### src/rtl/acc_alu_pkg.sv
package acc_alu_pkg;

    localparam int DW = 8;          // data width
    localparam int NW = DW / 2;     // nibble width
    localparam int OPW = 4;         // op code width

    typedef enum logic [OPW-1:0] {
        OP_ADD  = 4'd0,
        OP_ADC  = 4'd1,
        OP_SUB  = 4'd2,
        OP_SBC  = 4'd3,
        OP_AND  = 4'd4,
        OP_OR   = 4'd5,
        OP_XOR  = 4'd6,
        OP_INC  = 4'd7,
        OP_DEC  = 4'd8,
        OP_ROR  = 4'd9,
        OP_ROL  = 4'd10,
        OP_RRC  = 4'd11,
        OP_RLC  = 4'd12,
        OP_SWAP = 4'd13,
        OP_CPL  = 4'd14,
        OP_DAA  = 4'd15
    } alu_op_e;

    typedef struct packed {
        logic to;
        logic pdf;
        logic ov;
        logic z;
        logic ac;
        logic c;
    } stat_t;

    typedef struct packed {
        logic [DW-1:0] res;
        logic          wa;
        logic          wm;
        stat_t         st;
    } alu_state_t;

endpackage

### src/rtl/acc_alu_adder.sv
module acc_alu_adder #(
    parameter int W = 8
) (
    input  logic [W-1:0] a,
    input  logic [W-1:0] b,
    input  logic         cin,
    output logic [W-1:0] sum,
    output logic         c_out,
    output logic         c_nib,
    output logic         c_msb
);
    localparam int HW = W / 2;

    logic [HW:0] lo_sum;
    logic [W-1:0] sub_msb;
    logic [W:0]  full;

    always_comb begin
        lo_sum  = {1'b0, a[HW-1:0]} + {1'b0, b[HW-1:0]} + {{HW{1'b0}}, cin};
        sub_msb = {1'b0, a[W-2:0]} + {1'b0, b[W-2:0]} + {{(W-1){1'b0}}, cin};
        full    = {1'b0, a} + {1'b0, b} + {{W{1'b0}}, cin};
        sum     = full[W-1:0];
        c_out   = full[W];
        c_nib   = lo_sum[HW];
        c_msb   = sub_msb[W-1];
    end
endmodule

### src/rtl/acc_alu_shift.sv
module acc_alu_shift
    import acc_alu_pkg::*;
(
    input  alu_op_e       op,
    input  logic [DW-1:0] val,
    input  logic          cin,
    output logic [DW-1:0] res,
    output logic          cout
);
    always_comb begin
        res  = val;
        cout = cin;
        unique case (op)
            OP_ROR:  res = {val[0], val[DW-1:1]};
            OP_ROL:  res = {val[DW-2:0], val[DW-1]};
            OP_RRC:  begin res = {cin, val[DW-1:1]}; cout = val[0];    end
            OP_RLC:  begin res = {val[DW-2:0], cin}; cout = val[DW-1]; end
            OP_SWAP: res = {val[NW-1:0], val[DW-1:NW]};
            default: ;
        endcase
    end
endmodule

### src/rtl/acc_alu_bcd.sv
module acc_alu_bcd
    import acc_alu_pkg::*;
(
    input  logic [DW-1:0] val,
    input  logic          ac,
    input  logic          cin,
    output logic [DW-1:0] res,
    output logic          cout
);
    localparam logic [NW-1:0] DIGIT_MAX = NW'(9);
    localparam logic [NW-1:0] FIX       = NW'(6);

    logic          lo_fix;
    logic          hi_fix;
    logic [DW:0]   step;

    always_comb begin
        lo_fix = (val[NW-1:0] > DIGIT_MAX) || ac;
        step   = {1'b0, val} + {{(DW-NW+1){1'b0}}, (lo_fix ? FIX : {NW{1'b0}})};
        hi_fix = step[DW] || (step[DW-1:NW] > DIGIT_MAX) || cin;
        res    = step[DW-1:0] + {(hi_fix ? FIX : {NW{1'b0}}), {NW{1'b0}}};
        cout   = hi_fix;
    end
endmodule

### src/rtl/acc_alu.sv
module acc_alu
    import acc_alu_pkg::*;
(
    input  logic           clk,
    input  logic           rst_n,
    input  logic           op_valid,
    input  logic [OPW-1:0] op_code,
    input  logic           dst_mem,
    input  logic [DW-1:0]  operand,
    input  logic [DW-1:0]  acc,
    output logic [DW-1:0]  result,
    output logic           wr_acc,
    output logic           wr_mem,
    output logic [7:0]     status
);
    alu_state_t s_d, s_q;
    alu_op_e    op;

    logic [DW-1:0] add_b;
    logic          add_cin;
    logic [DW-1:0] add_sum;
    logic          add_co, add_cn, add_cm;
    logic [DW-1:0] sh_res;
    logic          sh_co;
    logic [DW-1:0] bcd_res;
    logic          bcd_co;

    assign op = alu_op_e'(op_code);

    always_comb begin
        add_b   = (op == OP_SUB || op == OP_SBC) ? ~acc : acc;
        unique case (op)
            OP_ADC, OP_SBC: add_cin = s_q.st.c;
            OP_SUB:         add_cin = 1'b1;
            default:        add_cin = 1'b0;
        endcase
    end

    acc_alu_adder #(.W(DW)) u_adder (
        .a(operand), .b(add_b), .cin(add_cin),
        .sum(add_sum), .c_out(add_co), .c_nib(add_cn), .c_msb(add_cm)
    );

    acc_alu_shift u_shift (
        .op(op), .val(operand), .cin(s_q.st.c), .res(sh_res), .cout(sh_co)
    );

    acc_alu_bcd u_bcd (
        .val(acc), .ac(s_q.st.ac), .cin(s_q.st.c), .res(bcd_res), .cout(bcd_co)
    );

    always_comb begin
        s_d    = s_q;
        s_d.wa = 1'b0;
        s_d.wm = 1'b0;
        if (op_valid) begin
            s_d.wa = !dst_mem && (op != OP_DAA);
            s_d.wm = dst_mem || (op == OP_DAA);
            unique case (op)
                OP_ADD, OP_ADC, OP_SUB, OP_SBC: begin
                    s_d.res   = add_sum;
                    s_d.st.c  = add_co;
                    s_d.st.ac = add_cn;
                    s_d.st.ov = add_cm ^ add_co;
                    s_d.st.z  = (add_sum == '0);
                end
                OP_AND: s_d.res = operand & acc;
                OP_OR:  s_d.res = operand | acc;
                OP_XOR: s_d.res = operand ^ acc;
                OP_INC: s_d.res = operand + DW'(1);
                OP_DEC: s_d.res = operand - DW'(1);
                OP_CPL: s_d.res = ~operand;
                OP_ROR, OP_ROL, OP_SWAP: s_d.res = sh_res;
                OP_RRC, OP_RLC: begin
                    s_d.res  = sh_res;
                    s_d.st.c = sh_co;
                end
                OP_DAA: begin
                    s_d.res  = bcd_res;
                    s_d.st.c = bcd_co;
                end
                default: ;
            endcase
            if (op inside {OP_AND, OP_OR, OP_XOR, OP_INC, OP_DEC, OP_CPL})
                s_d.st.z = (s_d.res == '0);
        end
    end

    always_ff @(posedge clk) begin
        if (!rst_n) s_q <= '0;
        else        s_q <= s_d;
    end

    assign result = s_q.res;
    assign wr_acc = s_q.wa;
    assign wr_mem = s_q.wm;
    assign status = {2'b00, s_q.st};

    AST_ONE_STROBE: assert property (@(posedge clk) disable iff (!rst_n)
        op_valid |=> $countones({wr_acc, wr_mem}) == 1);
    AST_IDLE_QUIET: assert property (@(posedge clk) disable iff (!rst_n)
        !op_valid |=> !wr_acc && !wr_mem && $stable(status) && $stable(result));
    AST_DAA_TO_MEM: assert property (@(posedge clk) disable iff (!rst_n)
        op_valid && op_code == OP_DAA |=> wr_mem && $stable(status[5:1]));
    AST_ROT_NO_FLAG: assert property (@(posedge clk) disable iff (!rst_n)
        op_valid && (op_code == OP_ROR || op_code == OP_ROL || op_code == OP_SWAP)
        |=> $stable(status));
    AST_Z_TRACKS: assert property (@(posedge clk) disable iff (!rst_n)
        op_valid && (op_code <= OP_DEC || op_code == OP_CPL)
        |=> status[2] == (result == '0));
    AST_PWR_BITS_HELD: assert property (@(posedge clk) disable iff (!rst_n)
        status[7:4] == 4'b0000);
endmodule

### config.mk
export PLATFORM = sky130hd
export DESIGN_NAME = acc_alu
export DESIGN_NICKNAME = d
export VERILOG_FILES = /design/src/rtl/acc_alu_pkg.sv /design/src/rtl/acc_alu_adder.sv /design/src/rtl/acc_alu_shift.sv /design/src/rtl/acc_alu_bcd.sv /design/src/rtl/acc_alu.sv
export SDC_FILE = /design/constraint.sdc
export NUM_CORES = 1
export LEC_CHECK = 0
export ABC_AREA = 0
export BUFFER_PORTS_ARGS = -buffer_cell sky130_fd_sc_hd__buf_2
export CORE_MARGIN = 5
export CORE_UTILIZATION = 45
export DETAILED_ROUTE_END_ITERATION = 7
export PLACE_DENSITY_LB_ADDON = 0.2
export SLEW_MARGIN = 20
export SYNTH_ARGS = -nofsm -noshare
export SYNTH_HDL_FRONTEND = slang
export SYNTH_SLANG_ARGS = --single-unit
### constraint.sdc
create_clock -name clk -period 5.18 [get_ports clk]
set_clock_uncertainty 0.2 [all_clocks]
set_input_delay 0.259 -clock clk [delete_from_list [all_inputs] [get_ports clk]]
set_output_delay 0.259 -clock clk [all_outputs]
set_load 0.01 [all_outputs]
==> metrics.log <==
[metrics] Clk Latency, worst-skew pair: 250 ps
[metrics] Cell Area, Placed: 0.002874 mm^2
[metrics] clock-pin slew on the worst setup and hold paths: 60 ps
[metrics] Post-CTS Setup Inserts: 0
[metrics] final worst slack: just over 1000 ps
[metrics] worst reg2reg path depth: 16
[metrics] Post-CTS Resized: 0
[metrics] via count: about 2,700
[metrics] total clock sinks: 14
[metrics] share of the yosys chip area belonging to registers: 10.32%
[metrics] die span in y: 87.70 um
[metrics] maximum VDD drop: roughly 0.00014 V
[metrics] Internal Dissipation: around 0.29 mW
[metrics] count of synthesis-stage warnings from yosys: 0
[metrics] path type of the worst min-delay path: primary input to flip-flop
[metrics] part of the power in registers: between 20% and 30%
[metrics] endpoint of the worst register-to-register path: status[2]$_SDFFE_PN0P_
[metrics] vias in the first global route: approximately 2,600
[metrics] asr flop ratio synth: 0%
[metrics] count of unresolved DRC violations after routing: 0
[metrics] layout cell share with drive strength beyond 1: 14.40%
[metrics] placement-stage worst setup slack: about 1000 ps
[metrics] kind of critical path: flip-flop to flip-flop
[metrics] top-level I/O count: between 40 and 50
[metrics] # Max-Cap Violations: 0
[metrics] antenna cells: 0
[metrics] final-layout setup total negative slack: 0 ps
[metrics] Final setup viols: 0
[metrics] Via density: around 6
[metrics] cell-by-cell listing of the critical path: nand2b_1 > ha_1 > inv_1 > fa_1 > and3b_1 > a31oi_1 > a221o_1 > ha_1 > fa_1 > nor2b_1 > o311ai_0 > nand2_1 > o311a_1 > a2bb2oi_1 > or3b_1 > o31ai_2
[metrics] number of DRC violations after detailed-routing iteration 0: about 320
[metrics] Max-slew headroom: 46.75%
[metrics] total standard cell area after synthesis: around 0.0027 mm^2
[metrics] Data required, critical path: 5140 ps
[metrics] CTS Buf Count: 3
[metrics] most frequent cells in the layout: buf_2, ha_1, inv_1, nor2_1, nand2_1
[metrics] maximum number of pins on one net before global-route repair: 39
[metrics] maximum number of buffers from clock root to sink: 2
[metrics] Slew Limit Fails: 0
[metrics] area overhead of the layout relative to synthesis: 8.199%
[metrics] R2R Path Start: status[1]$_SDFFE_PN0P_
[metrics] most common library cell in the layout ignoring fill and taps: buf_2
[metrics] count of flip-flops with a built-in enable after synthesis: 0
[metrics] GRT Total Usage: between 20% and 30%
[metrics] DIE WIDTH: ~90 um
[metrics] wire length of the first global-routing pass: 12,980 um
[metrics] Core ar.: 0.005886 mm^2
[metrics] number of levels in the clock H-tree: 1
[metrics] Slowest-stage cell, CP: fa_1
[metrics] clock network power share: 21.5%
[metrics] fraction of the core area covered by cells at the end of the flow: 49.94%
[metrics] CTS tree: done
[metrics] area of the die: roughly 0.0077 mm^2
[metrics] beginning of the critical path: status[1]$_SDFFE_PN0P_
[metrics] Routability Congestion: 0.9331
[metrics] most used flip-flop cell after synthesis: dfxtp_1
[metrics] switching share of total power: between 40% and 50%
[metrics] net switching power: a little over 0.2 mW
[metrics] count of antenna-violating nets left after detailed routing: 0
[metrics] post-placement cell count: 452
[metrics] Final Critical Period: ~4200 ps
[metrics] setup slack on the worst flop-to-flop path: 1020 ps
[metrics] final global-route overflow total: 0
[metrics] total detailed-routing wirelength: between 8000 and 9000 um
[metrics] Power per Cell Area: between 150 and 200 mW/mm^2
[metrics] data arrival time at the worst-slack endpoint: about 4100 ps
[metrics] portion of the clock cycle consumed by the worst path in the final layout: 80.35%
[metrics] outcome: finished, final reports clean
[metrics] Non-Filler Cell Area, Final: around 0.0029 mm^2
[metrics] final layout net count: around 440
[metrics] Post-Syn Area per Cell: about 7.7 um^2
[metrics] Final Hold Vio Count: 0
[metrics] DR WL/cell: around 18 um
[metrics] achievable clock frequency: around 240 MHz
[metrics] longest individual stage delay on the worst path: between 400 and 500 ps
[metrics] number of placement rows: 28
[metrics] startpoint types: flip-flop
[metrics] type of destination of the critical path: flip-flop
[metrics] worst slew pin tran: between 700 and 800 ps
[metrics] setup repair after global routing missed its margin: false
[metrics] number of antenna violations at the first check in global routing: 0
[metrics] Critical Path End: status[2]$_SDFFE_PN0P_
[metrics] logic gate share of total power: between 50% and 60%
[metrics] post-layout instance count excluding filler cells: roughly 460
[metrics] total iterations of the first detailed-routing run: 5
[metrics] leakage dissipation: approximately 1.3 nW
[metrics] Gate Count Post-Synth: 355
[metrics] clock root buffer master: clkbuf_8
[metrics] # port buffers: 37
[metrics] Yosys reg bits: 14
[metrics] Max FO, Critical Path: 4
[metrics] Post-DP HPWL: between 6000 and 7000 um
[metrics] effective utilization at floorplan: between 40% and 50%
[metrics] number of distinct library cells after synthesis: 66
==> cell families (layout without fill, tap and decap cells) <==
kind of cell	after synthesis	after routing	synth area share, %
mux	12	12	4.883
xor+xnor	21	21	6.771
fa+ha+maj	37	37	18.42
flops	14	14	10.32
simple gates	118	118	23.58
buf+inv	47	71	9.120
compound gates	105	105	26.76
other cells	1	4	0.1381
==> how the worst min path moves through the flow <==
stage                        from                     end  depth (start not counted)
after floorplan           dst_mem       wr_acc$_SDFF_PN0_                          1
after global placement    dst_mem       wr_acc$_SDFF_PN0_                          2
after detailed placement  dst_mem       wr_acc$_SDFF_PN0_                          2
after CTS                   rst_n  status[0]$_SDFFE_PN0P_                          3
after global routing        rst_n  result[2]$_SDFFE_PN0P_                          2
final                       rst_n  status[0]$_SDFFE_PN0P_                          3
==> repair_timing <==
item / 4_1_cts / 5_1_grt
hold buffers: 1 / 0
hold endpoints to repair: 1 / 0
setup endpoints to repair: 0 / 0
==> synth_stat cells (3+ instances only) <==
cell type | number | area, um^2
a2bb2oi_1 | 4 | 35.03
o21ai_0 | 20 | 100.1
buf_4 | 9 | 67.56
or2_2 | 4 | 25.02
o22ai_1 | 6 | 37.54
xnor2_1 | 15 | 131.4
o22a_1 | 3 | 26.28
nand3b_1 | 4 | 30.03
inv_1 | 25 | 93.84
fa_1 | 5 | 100.1
mux2i_1 | 11 | 110.1
buf_2 | 4 | 20.02
and2_1 | 10 | 62.56
a31oi_1 | 5 | 31.28
nor2b_1 | 14 | 87.58
nand2b_1 | 6 | 37.54
and3_1 | 3 | 18.77
buf_6 | 4 | 45.04
a21o_1 | 5 | 37.54
a21oi_1 | 18 | 90.09
o21a_1 | 3 | 22.52
o32a_1 | 3 | 30.03
nor3_1 | 9 | 45.04
o31a_1 | 3 | 26.28
nor2_1 | 23 | 86.33
nand3_1 | 11 | 55.05
xor2_1 | 6 | 52.55
nand2_1 | 21 | 78.83
ha_1 | 32 | 400.4
a22oi_1 | 5 | 37.54
dfxtp_1 | 14 | 280.3
a32oi_1 | 3 | 26.28
==> worst max-delay path: cells and delay by family (launching register included) <==
family / cells / cell delay (ps)
AOI/OAI and AO/OA: 6 / 1070
adders and majority gates: 4 / 1230
buffers and inverters: 1 / 50
DFF: 1 / 380
and+or+nand+nor: 5 / 1140
==> layout make-up <==
cell class                 count  area, um^2
fill                         596        2947
clock buffer                   4       55.05
sequential                    14       280.3
timing repair buffer          39       202.7
tap                           75       93.84
multi-input combinational    297        2200
inverter                      28       107.6
==> registers in the layout, indices dropped and copies added, names as in the netlist <==
name and count:
wr_acc 1, status 4, wr_mem 1, result 8
==> layer usage <==
metal	part of all wire [%]	GRT usage, %	vias up	routed length [um]
met5	0	0	-	0
met4	2.7	5.021	0	221
met3	8.0	3.387	22	648
met2	46	35.55	125	3726
met1	44	28.65	1263	3549
li1	-	-	1337	-
==> stage by stage <==
stage	total power [mW]	hold WS (ps)
floorplan	0.3132	137.5
global placement	0.3847	240.5
detailed placement	0.3843	244.0
CTS	0.4929	172.3
global route	0.5337	186.0
finish	0.4935	172.0
==> power groups by stage <==
stage                     Clock (mW)  Sequential, mW  Combinational [mW]
final                          0.106           0.121               0.267
after global routing           0.115           0.121               0.298
after CTS                      0.109           0.121               0.264
after detailed placement           0           0.123               0.261
after global placement             0           0.123               0.262
after floorplan                    0           0.125               0.188
(Power assumes the default switching activity.)
